<file path="config.mk">
export PLATFORM = sky130hd
export DESIGN_NAME = seg_xlate
export DESIGN_NICKNAME = d
export VERILOG_FILES = /design/src/rtl/seg_xlate_pkg.sv /design/src/rtl/seg_entry_addr.sv /design/src/rtl/seg_entry_check.sv /design/src/rtl/seg_xlate.sv
export SDC_FILE = /design/constraint.sdc
export NUM_CORES = 1
export LEC_CHECK = 0
export BUFFER_PORTS_ARGS = -buffer_cell sky130_fd_sc_hd__buf_2
export CORE_ASPECT_RATIO = 1.4
export CORE_MARGIN = 10
export CORE_UTILIZATION = 45
export CTS_CLUSTER_SIZE = 28
export DETAILED_ROUTE_END_ITERATION = 8
export PLACE_DENSITY = 0.75
export SETUP_SLACK_MARGIN = 0.3
export SLEW_MARGIN = 20
export SYNTH_ARGS = -nofsm -noshare
export SYNTH_HDL_FRONTEND = slang
export SYNTH_SLANG_ARGS = --single-unit
export TNS_END_PERCENT = 1
</file>
<file path="constraint.sdc">
create_clock -name clk -period 3.1 [get_ports clk]
set_clock_uncertainty 0.05 [all_clocks]
set_input_delay 0.155 -clock clk [delete_from_list [all_inputs] [get_ports clk]]
set_output_delay 0.155 -clock clk [all_outputs]
set_load 0.03 [all_outputs]
</file>
<file path="src/rtl/seg_xlate_pkg.sv">
package seg_xlate_pkg;

    typedef enum logic [2:0] {
        ST_IDLE      = 3'd0,
        ST_BASE_REQ  = 3'd1,
        ST_BASE_WAIT = 3'd2,
        ST_ATTR_REQ  = 3'd3,
        ST_ATTR_WAIT = 3'd4,
        ST_DONE      = 3'd5
    } xl_state_t;

    typedef enum logic [2:0] {
        FC_NONE      = 3'd0,
        FC_SEG_RANGE = 3'd1,
        FC_INVALID   = 3'd2,
        FC_LIMIT     = 3'd3,
        FC_PROT      = 3'd4
    } fault_t;

    localparam int PERM_RD_BIT = 20;
    localparam int PERM_WR_BIT = 21;
    localparam int PERM_EX_BIT = 22;
    localparam int VALID_BIT   = 31;

endpackage

</file>
<file path="src/rtl/seg_entry_addr.sv">
module seg_entry_addr #(
    parameter int ADDR_W = 32,
    parameter int SEG_W  = 16
) (
    input  logic [ADDR_W-1:0] tbl_base,
    input  logic [SEG_W-1:0]  seg,
    input  logic              word_sel,
    output logic [ADDR_W-1:0] addr
);
    localparam int DESC_SHIFT = 3;   // two 4-byte words per descriptor

    always_comb begin
        addr = tbl_base + (ADDR_W'(seg) << DESC_SHIFT) + (word_sel ? ADDR_W'(4) : '0);
    end
endmodule

</file>
<file path="src/rtl/seg_entry_check.sv">
module seg_entry_check
    import seg_xlate_pkg::*;
#(
    parameter int ADDR_W = 32,
    parameter int OFF_W  = 16,
    parameter int LIM_W  = 20
) (
    input  logic [ADDR_W-1:0] base_word,
    input  logic [31:0]       attr_word,
    input  logic [OFF_W-1:0]  offset,
    input  logic [1:0]        access,
    output fault_t            code,
    output logic [ADDR_W-1:0] phys
);
    logic             perm_ok;
    logic [LIM_W-1:0] limit;
    logic             unused_rsvd;

    assign limit       = attr_word[LIM_W-1:0];
    assign unused_rsvd = ^attr_word[30:23];

    always_comb begin
        unique case (access)
            2'd0:    perm_ok = attr_word[PERM_RD_BIT];
            2'd1:    perm_ok = attr_word[PERM_WR_BIT];
            2'd2:    perm_ok = attr_word[PERM_EX_BIT];
            default: perm_ok = 1'b0;
        endcase

        if (!attr_word[VALID_BIT])
            code = FC_INVALID;
        else if (LIM_W'(offset) >= limit)
            code = FC_LIMIT;
        else if (!perm_ok)
            code = FC_PROT;
        else
            code = FC_NONE;

        phys = base_word + ADDR_W'(offset);
    end
endmodule

</file>
<file path="src/rtl/seg_xlate.sv">
module seg_xlate
    import seg_xlate_pkg::*;
#(
    parameter int ADDR_W = 32,
    parameter int SEG_W  = 16,
    parameter int OFF_W  = 16,
    parameter int LIM_W  = 20
) (
    input  logic              clk,
    input  logic              rst_n,
    input  logic [ADDR_W-1:0] cfg_tbl_base,
    input  logic [SEG_W-1:0]  cfg_tbl_len,
    input  logic              req_valid,
    output logic              req_ready,
    input  logic [SEG_W-1:0]  req_seg,
    input  logic [OFF_W-1:0]  req_off,
    input  logic [1:0]        req_acc,
    output logic              mem_req_valid,
    input  logic              mem_req_ready,
    output logic [ADDR_W-1:0] mem_req_addr,
    input  logic              mem_rsp_valid,
    input  logic [31:0]       mem_rsp_data,
    output logic              done,
    output logic [ADDR_W-1:0] phys_addr,
    output logic [2:0]        fault_code
);
    xl_state_t         state_q, state_d;
    logic [SEG_W-1:0]  seg_q;
    logic [OFF_W-1:0]  off_q;
    logic [1:0]        acc_q;
    logic [ADDR_W-1:0] base_q;
    logic [ADDR_W-1:0] phys_q;
    fault_t            code_q;
    fault_t            chk_code;
    logic [ADDR_W-1:0] chk_phys;
    logic              accept;
    logic              seg_bad;

    assign accept  = (state_q == ST_IDLE) && req_valid;
    assign seg_bad = (req_seg >= cfg_tbl_len);

    seg_entry_addr #(.ADDR_W(ADDR_W), .SEG_W(SEG_W)) u_addr (
        .tbl_base (cfg_tbl_base),
        .seg      (seg_q),
        .word_sel (state_q == ST_ATTR_REQ),
        .addr     (mem_req_addr)
    );

    seg_entry_check #(.ADDR_W(ADDR_W), .OFF_W(OFF_W), .LIM_W(LIM_W)) u_chk (
        .base_word (base_q),
        .attr_word (mem_rsp_data),
        .offset    (off_q),
        .access    (acc_q),
        .code      (chk_code),
        .phys      (chk_phys)
    );

    // next-state logic
    always_comb begin
        state_d = state_q;
        unique case (state_q)
            ST_IDLE:      if (req_valid) state_d = seg_bad ? ST_DONE : ST_BASE_REQ;
            ST_BASE_REQ:  if (mem_req_ready) state_d = ST_BASE_WAIT;
            ST_BASE_WAIT: if (mem_rsp_valid) state_d = ST_ATTR_REQ;
            ST_ATTR_REQ:  if (mem_req_ready) state_d = ST_ATTR_WAIT;
            ST_ATTR_WAIT: if (mem_rsp_valid) state_d = ST_DONE;
            ST_DONE:      state_d = ST_IDLE;
            default:      state_d = ST_IDLE;
        endcase
    end

    // state register
    always_ff @(posedge clk or negedge rst_n) begin
        if (!rst_n) state_q <= ST_IDLE;
        else        state_q <= state_d;
    end

    // request capture and result registers
    always_ff @(posedge clk or negedge rst_n) begin
        if (!rst_n) begin
            seg_q  <= '0;
            off_q  <= '0;
            acc_q  <= '0;
            base_q <= '0;
            phys_q <= '0;
            code_q <= FC_NONE;
        end else begin
            if (accept) begin
                seg_q <= req_seg;
                off_q <= req_off;
                acc_q <= req_acc;
                if (seg_bad) begin
                    code_q <= FC_SEG_RANGE;
                    phys_q <= '0;
                end
            end
            if (state_q == ST_BASE_WAIT && mem_rsp_valid)
                base_q <= mem_rsp_data;
            if (state_q == ST_ATTR_WAIT && mem_rsp_valid) begin
                code_q <= chk_code;
                phys_q <= (chk_code == FC_NONE) ? chk_phys : '0;
            end
        end
    end

    // outputs
    always_comb begin
        req_ready     = (state_q == ST_IDLE);
        mem_req_valid = (state_q == ST_BASE_REQ) || (state_q == ST_ATTR_REQ);
        done          = (state_q == ST_DONE);
        phys_addr     = phys_q;
        fault_code    = code_q;
    end
endmodule

</file>
# ---- Yosys cells after proc, flatten, opt, wreduce, memory -nomap -nowiden
# Cells that the tools add are included.
dict set report classes {
  n_eq_ne 12
  n_addsub 3
  order_cmp 2
  muxes 19
  reduce_logical 11
}
# operator n
set op_table {}
lappend op_table {{2-to-1 mux 32 bit} 4}
lappend op_table {{2-to-1 mux 3 bit} 13}
lappend op_table {{adder 32 x 16 -> 32 bit} 1}
lappend op_table {{adder 32 x 19 -> 32 bit} 1}
lappend op_table {{adder 32 x 3 -> 32 bit} 1}
lappend op_table {{greater-or-equal comparator 16 x 20 -> 1 bit} 1}
lappend op_table {{greater-or-equal comparator 16 bit} 1}
lappend op_table {{one-hot mux 3 bit (5 select lines)} 1}
lappend op_table {{inequality test 2 bit (second input constant)} 5}
lappend op_table {{equality test 3 x 2 -> 1 bit (second input constant)} 2}
lappend op_table {{equality test 3 bit (second input constant)} 2}
lappend op_table {{zero test 3 bit} 2}
lappend op_table {{AND reduction 5 bit} 1}
lappend op_table {{nonzero test 2 bit} 2}
lappend op_table {{equality test 3 x 1 -> 1 bit (second input constant)} 1}
lappend op_table {{logical AND 1 bit} 3}
lappend op_table {{one-hot mux 1 bit (3 select lines)} 1}
lappend op_table {{equality test 2 x 1 -> 1 bit (second input constant)} 1}
lappend op_table {{equality test 2 bit (second input constant)} 1}
lappend op_table {{zero test 2 bit} 1}
lappend op_table {{AND reduction 2 bit} 1}
lappend op_table {{logical OR 1 bit} 1}
dict set report totals {
  wordCells 54
  ff_bits 104
  in_bits 119
  output_inout_bits 70
}

# ---- Depth between registers and ports, before layout
dict set report logic_depth {
  ltp_word 8
  mapped_depth 12
  depth_no_buf 11
}

# ---- By module
# A second synthesis with hierarchy kept.
dict set report hier_totals {
  cells_unflattened 799
  area_unflattened_um2 7423.4
}
# mod area_per_inst_um2 seq_area_each_um2 cells_each instances
set modules_own_cells {}
lappend modules_own_cells {seg_xlate 4650.7 2602.5 411 1}
lappend modules_own_cells {seg_entry_check 1570.3 0.0 215 1}
lappend modules_own_cells {seg_entry_addr 1202.4 0.0 173 1}

# ---- Worst setup path before layout
# OpenSTA, ideal clock, no wires.
dict set report synth_path {
  path_kind {register to output}
  from {register state_q[2]}
  to {output mem_req_addr[30]}
  t_required_ns 2.895
  path_stages_with_launch 13
  slack_ns -0.488
  arrival_time_ns 3.383
  n_path_buf 1
  cell_sequence {dfrtp_1 clkbuf_1 nor2b_1 and2_1 ha_1 fa_1 a211oi_1 o21a_1 o31a_1 a21oi_1 a31oi_1 nor3b_1 xor2_1}
}
dict set report synth_between {
  elab_chain_cells 3
}
# element line_no
set synth_lines {}
lappend synth_lines {{start: declaration} seg_xlate.sv:27} ;# xl_state_t state_q, state_d;
lappend synth_lines {{start signal: assignment} seg_xlate.sv:75} ;# else state_q <= state_d;
lappend synth_lines {{equality test 3 x 2 -> 1 bit} seg_xlate.sv:45} ;# .word_sel (state_q == ST_ATTR_REQ),
lappend synth_lines {{2-to-1 mux 3 bit} seg_entry_addr.sv:13} ;# addr = tbl_base + (ADDR_W'(seg) << DESC_SHIFT) + (word_sel ? ADDR_W'(4) : '0);
lappend synth_lines {{adder 32 x 3 -> 32 bit} seg_entry_addr.sv:13}
lappend synth_lines {{end: declaration} seg_xlate.sv:20} ;# output logic [ADDR_W-1:0] mem_req_addr,
# Every way passes these cells.

# ---- Worst setup path in the final report
# Same ends and word-level chain as after synthesis.

==> metrics <==
synthesized area=a little over 7000 µm²; Setup-failing EPs final=6; Clock Latency Late Sink=approximately 0.35 ns; Placement Setup Slack=roughly 0.085 ns; met1 Use GR=21.6%; FFs w/ async S/R, synth=between 90% and 100%; leading area contributor after synthesis=dfrtp_1; count of flip-flops with a built-in enable after synthesis=0; outcome=complete, but fails checks; crit path DAT=~3 ns; detailed placement HPWL=15,800 µm; Die W=about 130 µm; met3 usage=between 3 and 4%; Distinct cells, synth=between 60 and 70; core area=15,500 µm²; Req. time, crit path=just under 3 ns; Longest Clk Path Bufs=2; synthesized flop and latch total=between 100 and 150; CP Buf/Inv Count=2; CP Cell Sequence=nor2b_4, and2_4, ha_4, fa_2, a211oi_2, o21a_1, o31a_1, a21oi_2, a31oi_4, buf_6, nor3b_4, xor2_2, buf_6; num ports=between 150 and 200; Worst-path clk slew=0.08 ns; post-layout total power=0.00981 W; placed insts=1,154; Starting Density=a little under half; failing checks=negative setup slack; simple-gate share of the synthesized area=15.3%; final period utilization=103%; Vias/cell=roughly 5.4; number of global-route vias before repair=approximately 7,000; Die Footprint=approximately 21,000 µm²; Ys Warns=0; GRT busiest layer=met2; Post-Route WL=around 22,000 µm; Power Density=roughly 1000 nW/µm²; total gr overflow=0; post-synth top area share=between 30% and 40%; Startpoint Class=flop; Mapped Nets=slightly below 1,000; Final Cell Area=around 9400 µm²; Routed wire per std cell=roughly 18 µm; Crit Path Class=flop to primary output; most used cell, CP=buf_6; Post-Synth XOR/XNOR Area=6.55%; Layout Cells excl Fill=between 1,000 and 1,500; Die Y-Extent=168 µm; Placer Congestion=between 0.8 and 0.9; overall routing resource usage=approximately a fifth; clk sinks=between 100 and 150; pin count of the biggest net entering global routing=64; CP Capture Type=primary output; Antenna Nets Post-Route=0; Max H-tree Level=3; Final Hold Viols=0; mux cell area share after synthesis=5.21%; TritonRoute pass-1 iters=4; Post-Synth Adder-Cell Area=12.0%; final hold slack=~0.0065 ns; ys flop type=dfrtp_1; Post-Syn Instances=between 700 and 800; CP delay by family, top=compound AO/OA/AOI/OAI gates; Tmin final=around 3.2 ns; Layout fillers=about 1,300; layout cells sized above 1=29.9%; Synth Area in Compound Gates=18.3%; largest family of logic cells by synthesized area=compound AO/OA/AOI/OAI gates; area post-placement=roughly 8400 µm²; Slowest-stage cell, CP=dfrtp_1; Slew Limit Fails=0; Hold WC Path Type=input port to flop; Vias=between 6,000 and 7,000; Rows=54; area growth from synthesis to layout=32.5%; register area share after synthesis=around 37%; DR iter-0 viols=between 400 and 500; Avg Synthesized Cell Area=8.99 µm²; top-count cell post-synth=nand2_1; GR Layer Usage met2=between 30% and 40%; Final WS setup=-0.0905 ns; Leakage=about 4.7 nW; RSZ-0062 raised after global routing=true; CTS tree=built; Port Buffers=roughly 180; final-stage net count=~1,200; top post-synthesis cells by area=dfrtp_1 (37%), ha_1 (11%), nand2_1 (7.4%), mux2_2 (4.9%), xnor2_1 (4.7%); Max rail drop VDD=between 0.7 and 0.8 mV; first-pass GRT wire length=between 30,000 and 40,000 µm; Num CTS Buffers=9; Max Cap Viol=0; CP max FO=4; CP peak stage delay=approximately 0.40 ns; number of remaining DRC errors=0; Slew HR=17.3%; Max Clk Rate=313 MHz; initial antenna violation count=1; root buffer cell=clkbuf_16; Worst-Margin Slew=approximately 1.2 ns; top cells by count, synth=nand2_1 (139), dfrtp_1 (104), inv_1 (79), ha_1 (65), a21oi_1 (44)
==> cell type report <==
cell class	count	area (µm²)	area share, %
Multi-Input combinational cell	575	4360	46.5
Inverter	79	297	3.16
Tap cell	196	245	2.61
Clock buffer	11	243	2.58
Sequential cell	104	2600	27.7
Antenna cell	1	2.50	0.0266
Clock inverter	5	45.0	0.480
Timing Repair Buffer	248	1590	17.0
==> repair_timing <==
action | CTS | global route
gates resized for setup | 21 | 48
pin swaps | 18 | 26
hold buffers | 44 | 0
setup buffers | 4 | 0
endpoints found under the setup margin | 26 | 35
hold endpoints to repair | 105 | 0
==> kinds of logic (layout without fill, tap and decap cells) <==
kind of cell               Yosys count  after routing
adders and majority gates           67             67
muxes                               33             33
AOI/OAI and AO/OA                  184            184
DFF                                104            104
buffers and inverters              109            343
other                                0              1
xor gates and xnor gates            53             53
and+or+nand+nor                    238            238
==> placed cells by master, fill, tap and decap left out, drive strengths merged, types with 12 or more instances in the layout <==
cell type      n
buf          203
dfrtp        104
xor2          15
nand2        139
xnor2         38
dlygate4sd3   44
a21o          18
nor2          32
a21oi         44
ha            65
inv           83
clkbuf        12
o21ai         29
mux2          31
o32ai         30
==> path summary, 6_finish.rpt <==
kind / from / to / slack (ns) / cells past startpoint
worst max-delay path: state_q[2] / mem_req_addr[30] / -0.09 / 13
worst min-delay path: req_seg[15] / seg_q[15] / 0.007 / 3
worst max register to register: base_q[0] / phys_addr[20] / 0.29 / 9
worst min register to register: seg_q[14] / seg_q[14] / 0.43 / 2
max in group asynchronous: rst_n / seg_q[1] / 1.88 / 3
min in group asynchronous: rst_n / base_q[24] / 0.39 / 2
==> metal layers <==
layer | wire length (µm) | vias up
met5 | 0 | -
li1 | - | 3215
met1 | 8430 | 3174
met2 | 11400 | 192
met4 | 528 | 0
met3 | 1170 | 38
==> state kept, by name, indices dropped and copies added (netlist names) <==
signal / count
fault_code: 3
off_q: 16
base_q: 32
acc_q: 2
phys_addr: 32
state_q: 3
seg_q: 16
==> power by group <==
| part | switching, W | internal, W | total, W |
|---|---|---|---|
| Sequential | 0.000503 | 0.00200 | 0.00250 |
| Combinational | 0.00364 | 0.00254 | 0.00618 |
| Clock | 0.000545 | 0.000583 | 0.00113 |
| Total | 0.00469 | 0.00512 | 0.00981 |
==> worst register-to-register path, stage by stage, from the launching register on <==
cell	delay (ns)
dfrtp_1	0.39
ha_2	0.20
fa_2	0.41
a21oi_4	0.18
o21ai_2	0.09
a211o_1	0.26
o211ai_1	0.56
a2111oi_2	0.20
xnor2_1	0.25
o32ai_2	0.10
==> stage by stage <==
stage | TNS, ns | utilization [%]
finish | -0.360 | 60.4
floorplan | 0 | -
global route | -1.50 | 60.4
CTS | -0.348 | 59.4
global placement | 0 | 54.0
detailed placement | 0 | 54.0
(Power assumes the default switching activity.)
